File: src/rtl/prog_seq_pkg.sv
package prog_seq_pkg;

    typedef enum logic [1:0] {
        K_SEQ  = 2'b00,
        K_JUMP = 2'b01,
        K_CALL = 2'b10,
        K_RET  = 2'b11
    } instr_kind_e;

endpackage

File: src/rtl/prog_seq_adder.sv
module prog_seq_adder #(
    parameter int ADDR_W = 11,
    parameter int LEN_W  = 2
) (
    input  logic [ADDR_W-1:0] base,
    input  logic [LEN_W-1:0]  step,
    output logic [ADDR_W-1:0] sum
);
    localparam int PAD_W = ADDR_W - LEN_W;

    // modulo-2^ADDR_W increment: the carry out of the top bit is dropped
    always_comb begin
        sum = base + {{PAD_W{1'b0}}, step};
    end
endmodule

File: src/rtl/prog_seq_guard.sv
module prog_seq_guard (
    input  logic       instr_valid,
    input  logic [1:0] instr_kind,
    input  logic       sp,
    input  logic       busy,
    output logic       overflow,
    output logic       underflow
);
    import prog_seq_pkg::*;

    logic live;

    always_comb begin
        live      = instr_valid && !busy;
        overflow  = live && (instr_kind == K_CALL) && sp;
        underflow = live && (instr_kind == K_RET) && !sp;
    end
endmodule

File: src/rtl/prog_seq_stack.sv
module prog_seq_stack #(
    parameter int                          ADDR_W = 11,
    parameter int                          DM_W   = 8,
    parameter logic [ADDR_W-DM_W-1:0]      FILL   = '1
) (
    input  logic              clk,
    input  logic              save_en,
    input  logic [ADDR_W-1:0] save_val,
    input  logic              dm_sel,
    input  logic              dm_we,
    input  logic [DM_W-1:0]   dm_wdata,
    output logic [ADDR_W-1:0] ret_addr,
    output logic [DM_W-1:0]   dm_rdata
);
    localparam int HI_W = ADDR_W - DM_W;

    typedef struct packed {
        logic [HI_W-1:0] hi;
        logic [DM_W-1:0] lo;
    } ret_t;

    ret_t ret_d, ret_q;

    always_comb begin
        ret_d = ret_q;
        if (save_en) begin
            ret_d = ret_t'(save_val);
        end else if (dm_sel) begin
            ret_d.hi = FILL;
            if (dm_we) begin
                ret_d.lo = dm_wdata;
            end
        end
    end

    // no reset: the return register keeps its value across resets
    always_ff @(posedge clk) begin
        ret_q <= ret_d;
    end

    assign ret_addr = ret_q;
    assign dm_rdata = ret_q.lo;
endmodule

File: src/rtl/prog_seq.sv
module prog_seq #(
    parameter int                     ADDR_W = 11,
    parameter int                     LEN_W  = 2,
    parameter int                     DM_W   = 8,
    parameter logic [ADDR_W-DM_W-1:0] FILL   = '1
) (
    input  logic              clk,
    input  logic              rst_n,
    input  logic              instr_valid,
    input  logic [1:0]        instr_kind,
    input  logic [LEN_W-1:0]  instr_len,
    input  logic [ADDR_W-1:0] instr_target,
    input  logic              dm_sel,
    input  logic              dm_we,
    input  logic [DM_W-1:0]   dm_wdata,
    output logic [DM_W-1:0]   dm_rdata,
    output logic [ADDR_W-1:0] pc,
    output logic              sp,
    output logic              fault_rst
);
    import prog_seq_pkg::*;

    typedef struct packed {
        logic [ADDR_W-1:0] pc;
        logic              sp;
        logic              fault;
    } seq_t;

    seq_t              st_d, st_q;
    logic [ADDR_W-1:0] pc_inc;
    logic [ADDR_W-1:0] ret_addr;
    logic              ovf, udf;
    logic              save_en;

    prog_seq_adder #(.ADDR_W(ADDR_W), .LEN_W(LEN_W)) u_add (
        .base (st_q.pc),
        .step (instr_len),
        .sum  (pc_inc)
    );

    prog_seq_guard u_guard (
        .instr_valid (instr_valid),
        .instr_kind  (instr_kind),
        .sp          (st_q.sp),
        .busy        (st_q.fault),
        .overflow    (ovf),
        .underflow   (udf)
    );

    prog_seq_stack #(.ADDR_W(ADDR_W), .DM_W(DM_W), .FILL(FILL)) u_stk (
        .clk      (clk),
        .save_en  (save_en),
        .save_val (st_q.pc),
        .dm_sel   (dm_sel),
        .dm_we    (dm_we),
        .dm_wdata (dm_wdata),
        .ret_addr (ret_addr),
        .dm_rdata (dm_rdata)
    );

    always_comb begin
        st_d    = st_q;
        save_en = 1'b0;
        if (st_q.fault) begin
            st_d.pc    = '0;
            st_d.sp    = 1'b0;
            st_d.fault = 1'b0;
        end else if (ovf || udf) begin
            st_d.fault = 1'b1;
        end else if (instr_valid) begin
            case (instr_kind_e'(instr_kind))
                K_SEQ:  st_d.pc = pc_inc;
                K_JUMP: st_d.pc = instr_target;
                K_CALL: begin
                    save_en  = 1'b1;
                    st_d.pc  = instr_target;
                    st_d.sp  = 1'b1;
                end
                default: begin
                    st_d.pc = ret_addr;
                    st_d.sp = 1'b0;
                end
            endcase
        end
    end

    always_ff @(posedge clk or negedge rst_n) begin
        if (!rst_n) begin
            st_q <= '0;
        end else begin
            st_q <= st_d;
        end
    end

    assign pc        = st_q.pc;
    assign sp        = st_q.sp;
    assign fault_rst = st_q.fault;
endmodule

File: config.mk
export PLATFORM = sky130hd
export DESIGN_NAME = prog_seq
export DESIGN_NICKNAME = d
export VERILOG_FILES = /design/src/rtl/prog_seq_pkg.sv /design/src/rtl/prog_seq_adder.sv /design/src/rtl/prog_seq_guard.sv /design/src/rtl/prog_seq_stack.sv /design/src/rtl/prog_seq.sv
export SDC_FILE = /design/constraint.sdc
export NUM_CORES = 1
export LEC_CHECK = 0
export ABC_AREA = 1
export CORE_MARGIN = 4
export CORE_UTILIZATION = 45
export CTS_CLUSTER_SIZE = 24
export DETAILED_ROUTE_END_ITERATION = 16
export DONT_BUFFER_PORTS = 1
export GPL_TIMING_DRIVEN = 0
export HOLD_SLACK_MARGIN = 0.03
export PLACE_DENSITY = 0.63
export SYNTH_ARGS = -nofsm -noshare
export SYNTH_HDL_FRONTEND = slang
export SYNTH_HIERARCHICAL = 1
export SYNTH_SLANG_ARGS = --single-unit
File: constraint.sdc
create_clock -name clk -period 2 [get_ports clk]
set_input_delay 0.3 -clock clk [delete_from_list [all_inputs] [get_ports clk]]
set_output_delay 0.3 -clock clk [all_outputs]
set_load 0.005 [all_outputs]
# Yosys cells after proc, flatten, opt, wreduce, memory -nomap -nowiden
# Index checks and enable logic that the tools add are counted.
# word_totals
out_inout_bits	21
inputBits	28
elab_cells	41
ff_bits	24
# classes
n_eq_ne	5
muxes	13
reduce_logical	17
addsub	1
# ops
cell	count
12-bit two-way mux	2
11-bit two-way mux	2
11-bit one-hot mux with 2 select lines	1
13-bit two-way mux	1
11-bit by 2-bit adder with 11-bit output	1
8-bit two-way mux	1
2-bit nonzero test	3
1-bit logical AND	5
1-bit two-way mux	5
2-bit == test (second input constant)	2
2-bit AND reduction	2
2-bit OR reduction	2
3-bit AND reduction	1
2-bit by 1-bit == test with 1-bit output (second input constant)	1
1-bit zero test	2
2-bit zero test	1
2-bit by 1-bit inequality test with 1-bit output (second input constant)	1
2-bit inequality test (second input constant)	1
1-bit one-hot mux with 2 select lines	1
1-bit logical OR	1

# Logic depth before layout (Yosys ltp)
# depth
ltp_word	9
depth_mapped	13

# Hierarchy
# Netlist, hierarchy kept.
# modules_own_cells
mod	seq_area_each_um2	cells_per_inst	area_each_um2	instances
prog_seq	325.3	125	880.8	1
prog_seq_stack	330.3	54	531.8	1
prog_seq_adder	0.0	54	279.0	1
prog_seq_guard	0.0	8	32.5	1

# Worst setup path before layout
# No wires, ideal clock.
# synth_timing
kind	register to register
startpoint	register st_q, in the netlist fault_rst
endpoint	register u_stk.ret_q, in the netlist u_stk/dm_rdata[0] (enable)
stages_incl_launch_ff	9
required_ns	1.671
setup_slack_ns	0.080
t_arrival_ns	1.591
synth_period_minus_slack_ns	1.920
path_cell_list	dfrtp_1 > inv_1 > nand2_1 > nor2_1 > nor2_2 > nand2_2 > nor3_1 > inv_2 > nand2_1
# synth_via
elab_chain_cells	9
# synth_rtl
element	line_no	source
from (decl)	prog_seq.sv:29	seq_t st_d, st_q;
from (signal assigned)	prog_seq.sv:91	st_q <= st_d;
1-bit zero test *	prog_seq_guard.sv:14	live = instr_valid && !busy;
1-bit logical AND *	prog_seq_guard.sv:14	
1-bit logical AND * (2 in a row)	prog_seq_guard.sv:16	underflow = live && (instr_kind == K_RET) && !sp;
named net udf	prog_seq.sv:32	logic ovf, udf;
1-bit logical OR *	prog_seq.sv:68	end else if (ovf || udf) begin
1-bit two-way mux *	prog_seq.sv:68	
1-bit two-way mux *	prog_seq.sv:64	if (st_q.fault) begin
named net save_en	prog_seq.sv:33	logic save_en;
2-bit nonzero test (no line)	n/a	
2-bit AND reduction (no line) *	n/a	
to (signal assigned)	prog_seq_stack.sv:38	ret_q <= ret_d;
to (decl)	prog_seq_stack.sv:22	ret_t ret_d, ret_q;
# Mark *: on every way through the listed nets, which the timed path passes. The rest lies on a longest branch.
# A chain may end at the register's enable or synchronous reset.

# Final worst setup path
# layout_timing
startpoint	register st_q, in the netlist pc[0]
endpoint	register st_q, in the netlist pc[10]
# layout_via
elab_chain_cells	5
# layout_rtl
element	line_no	source
11-bit by 2-bit adder with 11-bit output	prog_seq_adder.sv:13	sum = base + {{PAD_W{1'b0}}, step};
named net pc_inc[10]	prog_seq.sv:30	logic [ADDR_W-1:0] pc_inc;
11-bit one-hot mux with 2 select lines	prog_seq.sv:71	case (instr_kind_e'(instr_kind))
12-bit two-way mux	prog_seq.sv:70	end else if (instr_valid) begin
12-bit two-way mux	prog_seq.sv:68	
13-bit two-way mux	prog_seq.sv:64	
# The timed path passes the listed nets, and every way through them passes these cells. The select of a mux whose other input is x is not followed.

==> results.txt <==
- For this design, the slowest cell found on the critical path is sky130_fd_sc_hd__dfrtp_2.
- After detailed routing, the number of remaining DRC violations is 0.
- After synthesis, the largest area contributor takes up between 20% and 30% of total cell area.
- Worst slew margin relative to its limit: 51.87%
- By startpoint and endpoint, the worst setup path is classified as reg -> reg.
- Total power: 1446 uW
- Asr flop ratio synth: 54.17%
- Dividing the detail-routed wire length by the instance count gives 14.40 um.
* Via-per-instance ratio: 4.892
- The core region is 3689 um^2.
- Row generation in the floorplan step produced 22 rows.
- Synth Register Bits: 24
- Count of inserted antenna diode cells: 0
- Maximum achievable frequency: 541.0 MHz
* Number of enable flip-flop cells after synthesis: 11
* Most common cell type on the critical path: sky130_fd_sc_hd__nand2_1
* Number of endpoints with negative hold slack in the final report: 0
- Number of stages on the worst setup path: 13
- The share of total power dissipated in combinational logic is 22.8%.
- CTS built an H-tree with a depth of 1.
* Final cycle utilization of the critical path: approximately 92%
- The synthesized netlist contains 26 unique library cells.
- Sw Pwr: 460.1 uW
- The die covers 4886 um^2.
- Crit path DAT: 2.02 ns
- Global Route Usage Sum: approximately 18%
- Post-CTS clock slew at the launch and capture registers of the worst setup and hold paths: ~0.09 ns
* TritonCTS sink count: 24
* Biggest area contributors in the synthesized netlist: sky130_fd_sc_hd__nand2_1, sky130_fd_sc_hd__edfxtp_1, sky130_fd_sc_hd__dfrtp_1, sky130_fd_sc_hd__nand3_1, sky130_fd_sc_hd__inv_1
- The first detailed-routing pass took 4 iterations.
- Number of cells on the worst reg-to-reg path: 13
- Min-Delay Path Class: in -> reg
- Critical path cell sequence: ha_4 -> inv_2 -> fa_2 -> inv_2 -> nand2_2 -> nor2_4 -> nand3_1 -> nand2_1 -> nand2_1 -> nand2_1 -> nand3_1 -> nand3_1 -> nand2_1
- Routability-driven placement finished with a final weighted congestion of 0.8224.
* Iteration-0 DRC count of the detailed router: 89
- Most common library cell in the layout ignoring fill and taps: sky130_fd_sc_hd__nand2_1
- Stage delay of the slowest cell on the critical path: 0.44 ns
- Placed wire-length estimate after detailed placement: between 3 and 4 mm
- Summed over all layers, the routed wires come to roughly 4.3 mm.
- Initial cell density of the core: a little under half
- Remaining global-route overflow: 0
- For this design the top-level I/O count stands at 49.
- Setup repair after global routing missed its margin: yes
- Wire length of the first global-routing pass: 7.155 mm
- Registers are responsible for between 40% and 50% of the overall power.
- Yosys warns: 6
- Crit path time final: around 1.8 ns
- Antenna violations before repair: 0
- Number of maximum-capacitance constraint violations: 0
* Overall die width: 69.90 um
* Biggest fanout along the worst timing path: 5
- Fillers: 372
- Counting the buffers created by CTS gives 3.
- Footprint of the multi-input gates: 899.6 um^2
- Buffers and inverters on the worst path: 2
- The cell area that synthesis handed to floorplanning was 1724 um^2.
* Clock Skew: 0.003090 ns
- Synthesis produced 241 cells.
- CTS tree: yes
* Critical path launch point type: flop
* Deepest clock path buffer count: 2
* Fraction of power spent switching nets: about a third
- After detailed placement, the design holds a cell count of 289.
- Critical path endpoint category: flop
- Fraction of power consumed by the clock network: a little under a third
- Average cell area after synthesis: 7.154 um^2
- Area occupied by registers: about 660 um^2
- Vias after detailed routing: ~1500
- In the final layout, the share of cells above drive strength 1 is between 10% and 20%.
* Total of endpoints with negative setup slack in the final report: 0
- The analysis attributes to cell leakage a power of 0.0009482 uW.
* Master cell of the clock root buffer: sky130_fd_sc_hd__clkbuf_8
* Vertical die dimension: 69.90 um
- Post-layout net count: 285
- Prevailing post-synth register cell: sky130_fd_sc_hd__dfrtp_1
* Cells on Worst Hold Path: 2
- Fraction of the yosys area taken by sequential cells: between 30% and 40%
- From synthesis to final layout, the design area changed by 12.48%.
- Buffers placed on the I/O ports in this run total 0.
- Cell family with the largest share of critical-path delay: simple AND/OR/NAND/NOR gates
- Cell internal power was estimated by the tool at 986.3 uW.
* Power per Cell Area: 745.8 nW/um^2
- Count of nets left with antenna violations after detail routing: 0
* Worst-Margin Slew: 0.7196 ns
* Worst endpoint required time: approximately 2.2 ns
* Number of global-route vias before repair: 1461
- Worst-skew pair later-pin latency: 0.27 ns
- The run finished with clean final reports.
- The final max-slew violation count came to 0.
- Entering global routing, the biggest net connects 15 pins.
- Final cell count without fillers: 297
- In the layout the commonest cells are sky130_fd_sc_hd__nand2_1, sky130_fd_sc_hd__nand3_1, sky130_fd_sc_hd__inv_1.
- Counting every net in the synthesized netlist gives 276.
* Cell type with the largest total area after synthesis: sky130_fd_sc_hd__nand2_1
* Worst voltage drop across the vdd grid: 0.2933 mV
power by group through the flow:
stage | Clock [uW] | Sequential, uW | Combinational [uW]
6_report | 436 | 680 | 330
5_1_grt | 467 | 693 | 385
4_1_cts | 448 | 677 | 312
3_5_place_dp | 0 | 687 | 297
3_3_place_gp | 0 | 686 | 292
2_1_floorplan | 0 | 658 | 246
through the flow:
stage	utilization [%]	hold WS (ns)	setup TNS, ns	setup slack (ns)	cell area [um^2]
2_1_floorplan	-	0.004409	0	0.07985	1724
3_3_place_gp	48.37	0.004904	-2.542	-0.3161	1784
3_5_place_dp	48.37	0.004826	-2.918	-0.3481	1784
4_1_cts	51.29	0.1948	0	0.04920	1892
5_1_grt	52.58	0.2015	-0.08499	-0.05243	1939
6_report	52.58	0.2031	0	0.1516	1939
worst register-to-register path, stage by stage, from the launching register on:
cell and delay [ns]:
sky130_fd_sc_hd__dfrtp_2 0.44, sky130_fd_sc_hd__ha_4 0.16, sky130_fd_sc_hd__inv_2 0.04, sky130_fd_sc_hd__fa_2 0.36, sky130_fd_sc_hd__inv_2 0.09, sky130_fd_sc_hd__nand2_2 0.06
sky130_fd_sc_hd__nor2_4 0.15, sky130_fd_sc_hd__nand3_1 0.09, sky130_fd_sc_hd__nand2_1 0.06, sky130_fd_sc_hd__nand2_1 0.04, sky130_fd_sc_hd__nand2_1 0.06, sky130_fd_sc_hd__nand3_1 0.07
sky130_fd_sc_hd__nand3_1 0.09, sky130_fd_sc_hd__nand2_1 0.05
synth_stat cells (2+ instances only):
master	number
sky130_fd_sc_hd__nand2_1	102
sky130_fd_sc_hd__xor2_1	2
sky130_fd_sc_hd__dfrtp_1	13
sky130_fd_sc_hd__edfxtp_1	11
sky130_fd_sc_hd__nor2_2	4
sky130_fd_sc_hd__nor2_1	10
sky130_fd_sc_hd__ha_1	6
sky130_fd_sc_hd__buf_4	8
sky130_fd_sc_hd__nand2_2	2
sky130_fd_sc_hd__or2_1	9
sky130_fd_sc_hd__inv_1	26
sky130_fd_sc_hd__buf_2	3
sky130_fd_sc_hd__buf_6	3
sky130_fd_sc_hd__nand3_1	26
sky130_fd_sc_hd__nand4_1	4
sky130_fd_sc_hd__nand3_2	2
area by class of cell:
type	instances	share of cell area, %
clock buffers	3	2.129
multi-input cells	175	46.39
flip-flops and latches	24	33.94
clock inverters	1	1.548
plain buffers	15	5.871
well taps	48	3.097
inverters	27	5.355
repair buffers	4	1.677
routing by layer:
metal	wire, um	part of all wire [%]	track usage, %
met4	41	0.96	4.468
met1	1950	46	24.04
met3	332	7.8	5.036
met2	1951	46	29.70
met5	0	0	0
state kept, by name (all words and copies together) (netlist names):
| name | cells |
|---|---|
| pc | 11 |
| u_stk/dm_rdata | 8 |
| fault_rst | 1 |
| u_stk/ret_addr | 3 |
| sp | 1 |
worst paths after layout:
check,start,endpoint,slack (ns)
worst max-delay path,pc[0]$_DFFE_PN0P_,pc[10]$_DFFE_PN0P_,0.15
worst min-delay path,dm_wdata[6],u_stk/dm_rdata[6]$_DFFE_PP_,0.20
worst max register to register,pc[0]$_DFFE_PN0P_,pc[10]$_DFFE_PN0P_,0.15
worst min register to register,u_stk/ret_addr[8]$_SDFFCE_PN1P_,pc[8]$_DFFE_PN0P_,0.57
max in group asynchronous,rst_n,pc[0]$_DFFE_PN0P_,0.98
min in group asynchronous,rst_n,sp$_DFFE_PN0P_,0.52
kinds of logic (layout without fill, tap and decap cells):
kind of cell	Yosys count	count (layout)	share of synthesized area [%]
buf+inv	42	50	12.48
simple gates	164	164	42.09
xor+xnor	3	3	1.524
flops	24	24	38.03
compound gates	1	1	0.3631
fa+ha+maj	7	7	5.515
what timing repair did:
action,CTS,global route
setup buffers,1,2
hold buffers,1,0
endpoints found under the hold margin,13,0
pin swaps,2,6
gates resized for setup,7,8
setup endpoints to repair,21,19
Note: power is estimated with default switching activity, not from simulation.
